`src/rtl/irq_mask_pkg.sv`:
```
package irq_mask_pkg;
  localparam int unsigned LVL_W = 3;
endpackage

```
`src/rtl/irq_nmi_edge.sv`:
```
module irq_nmi_edge #(
  parameter int unsigned LVL_W = 3
) (
  input  logic             clk_i,
  input  logic             rst_ni,
  input  logic [LVL_W-1:0] req_lvl_i,
  input  logic             taken_i,
  output logic             edge_o,
  output logic             pend_o
);
  localparam logic [LVL_W-1:0] TOP = {LVL_W{1'b1}};

  logic is_top, was_top_q, pend_q;

  assign is_top = (req_lvl_i == TOP);
  assign edge_o = is_top & ~was_top_q;
  assign pend_o = pend_q;

  always_ff @(posedge clk_i or negedge rst_ni) begin
    if (!rst_ni) begin
      was_top_q <= 1'b0;
      pend_q    <= 1'b0;
    end else begin
      was_top_q <= is_top;
      pend_q    <= (pend_q | edge_o) & ~taken_i;
    end
  end

  // a held top level never yields a fresh edge
  a_r5_no_edge_when_held: assert property (@(posedge clk_i) disable iff (!rst_ni)
    is_top |=> (is_top -> !edge_o));
endmodule

```
`src/rtl/irq_lvl_gate.sv`:
```
module irq_lvl_gate #(
  parameter int unsigned LVL_W = 3
) (
  input  logic [LVL_W-1:0] req_lvl_i,
  input  logic [LVL_W-1:0] mask_i,
  input  logic             nmi_edge_i,
  input  logic             nmi_pend_i,
  output logic             cand_vld_o,
  output logic [LVL_W-1:0] cand_lvl_o
);
  localparam logic [LVL_W-1:0] TOP = {LVL_W{1'b1}};

  logic maskable_ok;

  // inclusive mask; top level handled only through the edge path
  assign maskable_ok = (req_lvl_i != '0) && (req_lvl_i != TOP) && (req_lvl_i > mask_i);

  always_comb begin
    if (nmi_edge_i || nmi_pend_i) begin
      cand_vld_o = 1'b1;
      cand_lvl_o = TOP;
    end else if (maskable_ok) begin
      cand_vld_o = 1'b1;
      cand_lvl_o = req_lvl_i;
    end else begin
      cand_vld_o = 1'b0;
      cand_lvl_o = '0;
    end
  end
endmodule

```
`src/rtl/irq_take_reg.sv`:
```
module irq_take_reg #(
  parameter int unsigned LVL_W = 3
) (
  input  logic             clk_i,
  input  logic             rst_ni,
  input  logic             cand_vld_i,
  input  logic [LVL_W-1:0] cand_lvl_i,
  output logic             issue_o,
  output logic             take_o,
  output logic [LVL_W-1:0] take_lvl_o
);
  logic             take_q;
  logic [LVL_W-1:0] lvl_q;

  // one idle cycle after every strobe
  assign issue_o    = cand_vld_i & ~take_q;
  assign take_o     = take_q;
  assign take_lvl_o = lvl_q;

  always_ff @(posedge clk_i or negedge rst_ni) begin
    if (!rst_ni) begin
      take_q <= 1'b0;
      lvl_q  <= '0;
    end else begin
      take_q <= issue_o;
      if (issue_o) lvl_q <= cand_lvl_i;
    end
  end

  a_r7_no_back_to_back: assert property (@(posedge clk_i) disable iff (!rst_ni)
    take_o |=> !take_o);
  a_r8_lvl_stable_idle: assert property (@(posedge clk_i) disable iff (!rst_ni)
    !take_o |-> $stable(take_lvl_o));
  a_r3_lvl_nonzero: assert property (@(posedge clk_i) disable iff (!rst_ni)
    take_o |-> (take_lvl_o != '0));
endmodule

```
`src/rtl/irq_mask_filter.sv`:
```
module irq_mask_filter
  import irq_mask_pkg::*;
#(
  parameter int unsigned W = LVL_W
) (
  input  logic         clk_i,
  input  logic         rst_ni,
  input  logic [W-1:0] req_lvl_i,
  input  logic [W-1:0] mask_i,
  output logic         take_o,
  output logic [W-1:0] take_lvl_o
);
  localparam logic [W-1:0] TOP = {W{1'b1}};

  logic         nmi_edge, nmi_pend, nmi_taken;
  logic         cand_vld, issue;
  logic [W-1:0] cand_lvl;

  assign nmi_taken = issue & (cand_lvl == TOP);

  irq_nmi_edge #(.LVL_W(W)) u_edge (
    .clk_i     (clk_i),
    .rst_ni    (rst_ni),
    .req_lvl_i (req_lvl_i),
    .taken_i   (nmi_taken),
    .edge_o    (nmi_edge),
    .pend_o    (nmi_pend)
  );

  irq_lvl_gate #(.LVL_W(W)) u_gate (
    .req_lvl_i  (req_lvl_i),
    .mask_i     (mask_i),
    .nmi_edge_i (nmi_edge),
    .nmi_pend_i (nmi_pend),
    .cand_vld_o (cand_vld),
    .cand_lvl_o (cand_lvl)
  );

  irq_take_reg #(.LVL_W(W)) u_take (
    .clk_i      (clk_i),
    .rst_ni     (rst_ni),
    .cand_vld_i (cand_vld),
    .cand_lvl_i (cand_lvl),
    .issue_o    (issue),
    .take_o     (take_o),
    .take_lvl_o (take_lvl_o)
  );

  a_r2_above_mask: assert property (@(posedge clk_i) disable iff (!rst_ni)
    (issue && cand_lvl != TOP) |=> (take_o && $past(req_lvl_i) > $past(mask_i)));
  a_r4_top_from_edge: assert property (@(posedge clk_i) disable iff (!rst_ni)
    issue && cand_lvl == TOP |-> (nmi_edge || nmi_pend));
  a_r6_pend_served: assert property (@(posedge clk_i) disable iff (!rst_ni)
    (nmi_pend && !take_o) |=> (take_o && take_lvl_o == TOP));
endmodule

```
`config.mk`:
```
export PLATFORM = sky130hd
export DESIGN_NAME = irq_mask_filter
export DESIGN_NICKNAME = d
export VERILOG_FILES = /design/src/rtl/irq_mask_pkg.sv /design/src/rtl/irq_nmi_edge.sv /design/src/rtl/irq_lvl_gate.sv /design/src/rtl/irq_take_reg.sv /design/src/rtl/irq_mask_filter.sv
export SDC_FILE = /design/constraint.sdc
export NUM_CORES = 1
export LEC_CHECK = 0
export ABC_AREA = 1
export CAP_MARGIN = 20
export CORE_AREA = 2 2 39 41
export CTS_CLUSTER_DIAMETER = 40
export DETAILED_ROUTE_END_ITERATION = 6
export DIE_AREA = 0 0 41 43
export DONT_BUFFER_PORTS = 1
export GPL_TIMING_DRIVEN = 0
export PLACE_DENSITY_LB_ADDON = 0.08
export RECOVER_POWER = 25
export SLEW_MARGIN = 20
export SYNTH_ARGS = -nofsm -noshare
export SYNTH_HDL_FRONTEND = slang
export SYNTH_SLANG_ARGS = --single-unit
```
`constraint.sdc`:
```
create_clock -name clk_i -period 1.75 [get_ports clk_i]
set_input_delay 0.0875 -clock clk_i [delete_from_list [all_inputs] [get_ports clk_i]]
set_output_delay 0.0875 -clock clk_i [all_outputs]
set_load 0.02 [all_outputs]
```
**Word level (Yosys, flattened, before mapping)**

Index checks and enable logic that the tools add are counted.

- Register bits: 6
- Input port bits: 8
- Output and inout port bits: 4
- Word-level logic and storage cells: 24

- Order comparisons: 1
- Equality and inequality tests: 3
- Muxes and demuxes: 4
- Bitwise operators: 8
- Reduce and logical (&&, ||, !) cells: 4

Operator list:

| kind | number |
|---|---|
| $eq 3x3->1 const B | 2 |
| $mux 3 | 2 |
| $and 1x1->1 | 4 |
| $gt 3x3->1 | 1 |
| $ne 3x3->1 const B | 1 |
| $not 1->1 | 3 |
| $reduce_bool 3->1 | 1 |
| $logic_and 1x1->1 | 2 |
| $mux 1 | 2 |
| $logic_or 1x1->1 | 1 |
| $or 1x1->1 | 1 |

**Longest topological paths before layout**

Gate-level depths: netlist (run 1).

- Depth after elaboration: 9
- Gate-level depth with buffers: 10

**By module**

Synthesis (run 1) repeated with hierarchy kept, for this count alone.

- Cells, all modules: 54
- Area total of the unflattened synthesis: 380.4 um^2

Modules (own cells, without submodules):

| module | instances | cells an instance | area each (um^2) |
|---|---|---|---|
| irq_take_reg | 1 | 16 | 151.4 |
| irq_lvl_gate | 1 | 26 | 136.4 |
| irq_nmi_edge | 1 | 9 | 81.3 |
| irq_mask_filter | 1 | 3 | 11.3 |

**Worst setup path after synthesis (run 1)**

Ideal clock, no wire load.

- Kind: input -> register
- Start: input mask_i[2]
- End: register u_take.lvl_q[0], in the netlist u_take.take_lvl_o[0]
- Library setup time: 117 ps
- Data arrival time: 905 ps
- Data required time: 1633 ps
- Slack: 728 ps
- Cell stages on the path: 10
- Buffers on the path: 0
- Cell sequence: inv_1 -> ha_1 -> nand3_1 -> nand2_1 -> nor2_1 -> nand2_1 -> nand2_2 -> nand2_4 -> nand2_1 -> nand2_1

- Cells in the longest elaborated chain, start to end: 5
- Elaborated cells between the ends (all ways): 7
- Classes of those cells: order compare: 1; mux: 4; bitwise: 1; reduce/logical: 1

RTL lines:

| element | RTL line | text |
|---|---|---|
| from (decl) | irq_mask_filter.sv:9 | `input logic [W-1:0] mask_i,` |
| $gt 3x3->1 (*) | irq_lvl_gate.sv:16 | `assign maskable_ok = (req_lvl_i != '0) && (req_lvl_i != TOP) && (req_lvl_i > mask_i);` |
| $logic_and 1x1->1 (*) | irq_lvl_gate.sv:16 |  |
| $mux 1 | irq_lvl_gate.sv:22 | `end else if (maskable_ok) begin` |
| $mux 1 | irq_lvl_gate.sv:19 | `if (nmi_edge_i \|\| nmi_pend_i) begin` |
| $and 1x1->1 | irq_take_reg.sv:16 | `assign issue_o = cand_vld_i & ~take_q;` |
| to (signal assigned) | irq_take_reg.sv:26 | `if (issue_o) lvl_q <= cand_lvl_i;` |
| to (decl) | irq_take_reg.sv:13 | `logic [LVL_W-1:0] lvl_q;` |

Mark *: on every way between the ends. The rest lies on a longest branch, timed or not.
A chain may end at the register's enable or synchronous reset.

**Worst setup path in the final report (run 1)**

- Start: input req_lvl_i[1]
- End: register u_take.lvl_q[2], in the netlist u_take.take_lvl_o[2]

- Cells in the longest elaborated chain, start to end: 6
- Elaborated cells between the ends (all ways): 13
- Classes of those cells: order compare: 1; eq/ne: 2; mux: 4; bitwise: 2; reduce/logical: 4

RTL lines:

| element | RTL line | text |
|---|---|---|
| from (decl) | irq_mask_filter.sv:8 | `input logic [W-1:0] req_lvl_i,` |
| parallel branches: the longest is 6 deep, another holds $gt 3x3->1 | n/a |  |

Parallel ways; which one is timed is not known.

==> metrics.yaml, run 1 <==
floorplanning:
  io_pins: 12
  dieArea_sq_um: 1760
  fp.coreArea_sq_um: 1380
  fp.dieW_microns: 41
  row_count: 14
  start_util: 0.255
  die_h_microns: 43
synth:
  yosys.area_share.xor_xnor: 0
  mappedNetlistNets: 55
  netlist.area_leader.share: 0.426
  netlist_area_sq_um: 353
  yosysSeqAreaShare: 0.426
  synthCells: 44
  yosysTopAreaCell: "dfrtp_1"
  synth-seq-cells: 6
  synth_top_family_by_area: "simple AND/OR/NAND/NOR gates"
  synth_compound_area_frac: 0.0284
  synth_simple_gate_area_frac: 0.355
  yosysWarningCount: 0
  yosys.area_share.adder: 0.106
  synth.area.top_cells: "dfrtp_1 43%, nand2_1 14%, ha_1 11%, inv_1 6.4%, nand3_1 5.7%"
  synth.avg_cell_area_sq_um: 8.02
  synthMuxAreaShare: 0
  synth.distinct_cells: 14
sta:
  setup_tns_ns: 0
  maxSlewViolCount: 0
  worst_slew_pin_slew_ns: 0.279
  layout_setup_ws_ns: 0.655
  setup_viol: 0
  period_share: 0.626
  rsz0062_at_grt: "no"
  hold_violations: 0
  fin_crit_ns: 1.10
  clock.fmax_mhz: 913
  finClkSkew_ns: 0.00741
  max_slew_margin: 0.813
finish:
  nets: 62
  syn_to_final_growth_pct: 17.7
  layout-drive-gt1-share: 0.204
  insertedDiodeCount: 0
run:
  cap_violations: 0
cts:
  numClockSinks: 6
  clock-root-buffer: "clkbuf_4"
  clk_pin_slew_ns: 0.05
  cts_buffer_depth: 2
  clk_latency_ns: 0.24
  cts_inserted_buffers: 3
  htreeDepth: 1
  cts_setup_buffers: 0
  cts_tree: "yes"
power_and_ir_drop:
  leakage_uw: 0.000241
  power_density_nw_per_um2: 1380
  peakVddDrop_mv: 0.215
critical_path:
  startpoint_type: "input port"
  critical_path.startpoint: "req_lvl_i[1]"
  cp.required_ns: 1.88
  cp_max_fo: 4
  reg2reg_from: "u_edge.was_top_q"
  cp_data_arrival_time_ns: 1.23
  reg2reg_slack_ns: 0.78
  crit_type: "input port to register"
  endpoint_kind: "register"
global_routing:
  antenna_found_initial: 0
  grt_pass1_wl_microns: 1150
  grt_pass1_vias: 273
  grt_use_total: 0.104
  gr-total-overflow: 0
  grt_max_degree: 7
route:
  dr.pass1.iters: 4
  avgRoutedWirePerCell_microns: 10.2
  drc_errors: 0
  vias_per_cell: 4.35
  num_vias: 283
  ant_nets: 0
  routed_wirelength_microns: 664
  drtIter0Drc: 7
hold_path:
  hp-start: "req_lvl_i[2]"
  hold_path_class: "input port to register"
placement:
  dpl.hpwl_microns: 569
  portBuffers: 0
  routabilityCongestion: 0.674
  place_worst_setup_slack_ns: 0.627
outcome:
  outcome: "completed"
## flip-flops by register name, indices dropped and copies added (netlist names)
name	cells
u_edge.pend_o	1
u_edge.was_top_q	1
u_take.take_lvl_o	3
u_take.take_o	1
## per-layer routing
metal	part of all wire	vias to the layer above	routed length, microns	track usage
li1	-	145	-	-
met1	0.39	127	258	0.119
met2	0.50	11	335	0.144
met3	0.11	0	70	0.0471
met4	0	0	0	0.0800
met5	0	-	0	0
## Yosys cell counts
| master | n |
|---|---|
| nor2_2 | 1 |
| nand2_1 | 13 |
| a21oi_1 | 1 |
| ha_1 | 3 |
| nand2_4 | 1 |
| nor2_4 | 1 |
| nand2_2 | 1 |
| inv_2 | 2 |
| nand3_1 | 4 |
| nor2_1 | 3 |
| o21ai_0 | 1 |
| nand3_2 | 1 |
| inv_1 | 6 |
| dfrtp_1 | 6 |
## power breakdown
| group | leakage, uW | switching, uW | internal [uW] |
|---|---|---|---|
| sequential | 0.0000750 | 93.4 | 193 |
| combinational | 0.000152 | 100 | 59.1 |
| clock | 0.0000138 | 50.4 | 77.6 |
## stage by stage
| step | total power [uW] | utilization | instances | area, sq um | hold WS [ns] |
|---|---|---|---|---|---|
| CTS | 582 | 0.300 | 65 | 415 | 0.00808 |
| finish | 574 | 0.300 | 65 | 415 | 0.00498 |
| detailed placement | 445 | 0.269 | 60 | 373 | -0.208 |
| global placement | 436 | 0.269 | 60 | 373 | -0.208 |
| floorplan | 409 | - | 44 | 353 | -0.208 |
| global route | 626 | 0.300 | 65 | 415 | 0.0167 |
## final cells by class
| cell class | count | area [sq um] |
|---|---|---|
| inverters | 8 | 30.0 |
| repair buffers | 2 | 20.0 |
| clock buffers | 3 | 22.5 |
| well taps | 16 | 20.0 |
| fillers | 152 | 968 |
| multi-input cells | 30 | 173 |
| flip-flops and latches | 6 | 150 |
## timing repair
action / CTS / global route
resized for setup: 0 / 0
hold buffers: 2 / 0
hold endpoints to repair: 7 / 0
## cells in the final DEF, fill, tap and decap left out, drive strengths merged
cell / Yosys / layout
ha: 3 / 3
dlygate4sd3: 0 / 2
nor2: 5 / 5
nand2: 15 / 15
o21ai: 1 / 1
dfrtp: 6 / 6
clkbuf: 0 / 3
inv: 8 / 8
nand3: 5 / 5
a21oi: 1 / 1
## worst max-delay path, stage by stage
cell and delay (ns):
dlygate4sd3_1 0.55, nand3_2 0.10, nand2_1 0.06, nor2_1 0.08, nand2_1 0.07, nand2_2 0.11, nand2_4 0.07, nand2_1 0.06
nand2_1 0.05
## cells by family after synthesis
group,count (synthesis)
fa+ha+maj,3
buf+inv,8
flops,6
compound gates,2
simple gates,25
## final timing paths
check                                  endpoint  depth (start not counted)
max                        u_take.take_lvl_o[2]                          9
min in group asynchronous  u_take.take_lvl_o[1]                          1
min reg2reg                       u_edge.pend_o                          2
max reg2reg                u_take.take_lvl_o[2]                          6
max in group asynchronous         u_take.take_o                          1
min                            u_edge.was_top_q                          2
Power figures use the tool's default switching activity.
==> inputs of run 2 (changes only) <==
==> constraint.sdc (replaced) <==
create_clock -name clk_i -period 1.1 [get_ports clk_i]
set_input_delay 0.055 -clock clk_i [delete_from_list [all_inputs] [get_ports clk_i]]
set_output_delay 0.055 -clock clk_i [all_outputs]
set_load 0.02 [all_outputs]
==> run 2 against run 1 <==
Core utilization is 1.6 points higher. Sequential share of layout area is 1.9 points lower. Sequential cell count stayed put. Non-clock buffer count is 2 higher. Clock skew hardly changed. Critical path depth is 3 lower. Routed wire length is 7.4% higher. Combinational power is 64% higher. Cell area is 5.4% higher. Global-route usage is 0.40 points higher. Setup slack worse by 0.54 ns.
==> metrics.yaml, run 2 (synthesis gave the netlist of run 1 again) <==
outcome:
  outcome: "completed"
critical_path:
  cp_data_arrival_time_ns: 1.11
  endpoint_kind: "register"
  startpoint_type: "register"
  crit_type: "register to register"
  cp_max_fo: 5
  cp.required_ns: 1.23
sta:
  layout_setup_ws_ns: 0.119
  period_share: 0.891
  hold_violations: 0
  hold_slack_ns: 0.0527
  setup_tns_ns: 0
  rsz0062_at_grt: "no"
  clock.fmax_mhz: 1020
  max_slew_margin: 0.812
  setup_viol: 0
  worst_slew_pin_slew_ns: 0.280
  maxSlewViolCount: 0
  finClkSkew_ns: 0.00710
  fin_crit_ns: 0.981
route:
  drtIter0Drc: 7
  top_layer_used: "met3"
  dr.pass1.iters: 4
  drc_errors: 0
  wl_met1_microns: 294
  vias_per_cell: 4.27
  routed_wirelength_microns: 713
  num_vias: 286
  avgRoutedWirePerCell_microns: 10.6
  wl_met3_microns: 67
  ant_nets: 0
  wl_met2_microns: 351
power_and_ir_drop:
  peakVddDrop_mv: 0.342
  power_density_nw_per_um2: 2110
  leakage_uw: 0.000275
finish:
  syn_to_final_growth_pct: 24.1
  fin_util: 0.316
  insertedDiodeCount: 0
  layout_common_cells: "13 x nand2_1, 6 x inv_1, 6 x dfrtp_1"
  largest_reg_flops: 3
  nets: 64
  fill_cells: 150
  final_common_cell: "nand2_1"
  layout-drive-gt1-share: 0.176
  stdcell_area_sq_um: 438
floorplanning:
  row_count: 14
  io_pins: 12
  fp.coreArea_sq_um: 1380
  die_h_microns: 43
  fp.dieW_microns: 41
  dieArea_sq_um: 1760
  start_util: 0.255
cts:
  cts_setup_buffers: 0
  numClockSinks: 6
  clk_pin_slew_ns: 0.05
  cts_inserted_buffers: 3
  cts_buffer_depth: 2
  htreeDepth: 1
  clock-root-buffer: "clkbuf_4"
  clk_latency_ns: 0.24
  cts_tree: "yes"
global_routing:
  grt_pass1_vias: 290
  grt_use_total: 0.108
  grt_max_degree: 7
  antenna_found_initial: 0
  grt_pass1_wl_microns: 1200
  gr-total-overflow: 0
placement:
  place_worst_setup_slack_ns: 0.00953
  portBuffers: 0
  dpl.hpwl_microns: 569
  routabilityCongestion: 0.674
  placed_area_sq_um: 373
hold_path:
  hold_path_class: "input port to register"
run:
  cap_violations: 0
## run 2: cell types whose count changed in the layout (fill, tap and decap cells not counted), sizes merged
cell          previous run  this run
dlygate4sd3              2         1
dlymetal6s4s             0         3
## run 2: final timing paths
kind | start | end | slack, ns | cells past startpoint
min in group asynchronous | rst_ni | u_take.take_lvl_o[1] | 0.12 | 1
max in group asynchronous | rst_ni | u_take.take_o | 0.75 | 1
worst min register to register | u_edge.pend_o | u_edge.pend_o | 0.55 | 2
worst max-delay path | u_edge.was_top_q | u_take.take_lvl_o[2] | 0.12 | 6
worst min-delay path | req_lvl_i[2] | u_take.take_lvl_o[2] | 0.05 | 4
worst max register to register | u_edge.was_top_q | u_take.take_lvl_o[2] | 0.12 | 6
## run 2: critical path, cell delays in order, from the launching register on
cell and delay (ns):
dfrtp_1 0.37, nor2_2 0.14, nor2_4 0.06, nand2_2 0.11
nand2_4 0.08, nand2_1 0.06, nand2_1 0.05
## run 2: routing by layer
layer  track usage  vias to the layer above
li1              -                      150
met1         0.122                      127
met2         0.153                        9
met3        0.0471                        0
met4        0.0800                        0
met5             0                        -
## run 2: final cells by class
class / count / area [sq um] / share of cell area
clock buffers: 3 / 22.5 / 0.0514
inverters: 8 / 30.0 / 0.0686
multi-input cells: 30 / 168 / 0.383
flip-flops and latches: 6 / 150 / 0.343
well taps: 16 / 20.0 / 0.0457
repair buffers: 4 / 47.5 / 0.109
## run 2: stage by stage
stage	power [uW]	instances
after floorplan	651	44
after global placement	694	60
after detailed placement	709	60
after CTS	932	67
after global routing	1000	67
final	923	67
## run 2: power breakdown
group	leakage (uW)	internal, uW	switching (uW)
registers	0.0000750	307	151
clock network	0.0000138	123	79.8
logic	0.000186	101	160
## run 2: timing repair
item / in CTS / in global routing
hold endpoints to repair: 7 / 0
gates resized for setup: 0 / 3
setup endpoints to repair: 0 / 5
hold buffers: 4 / 0
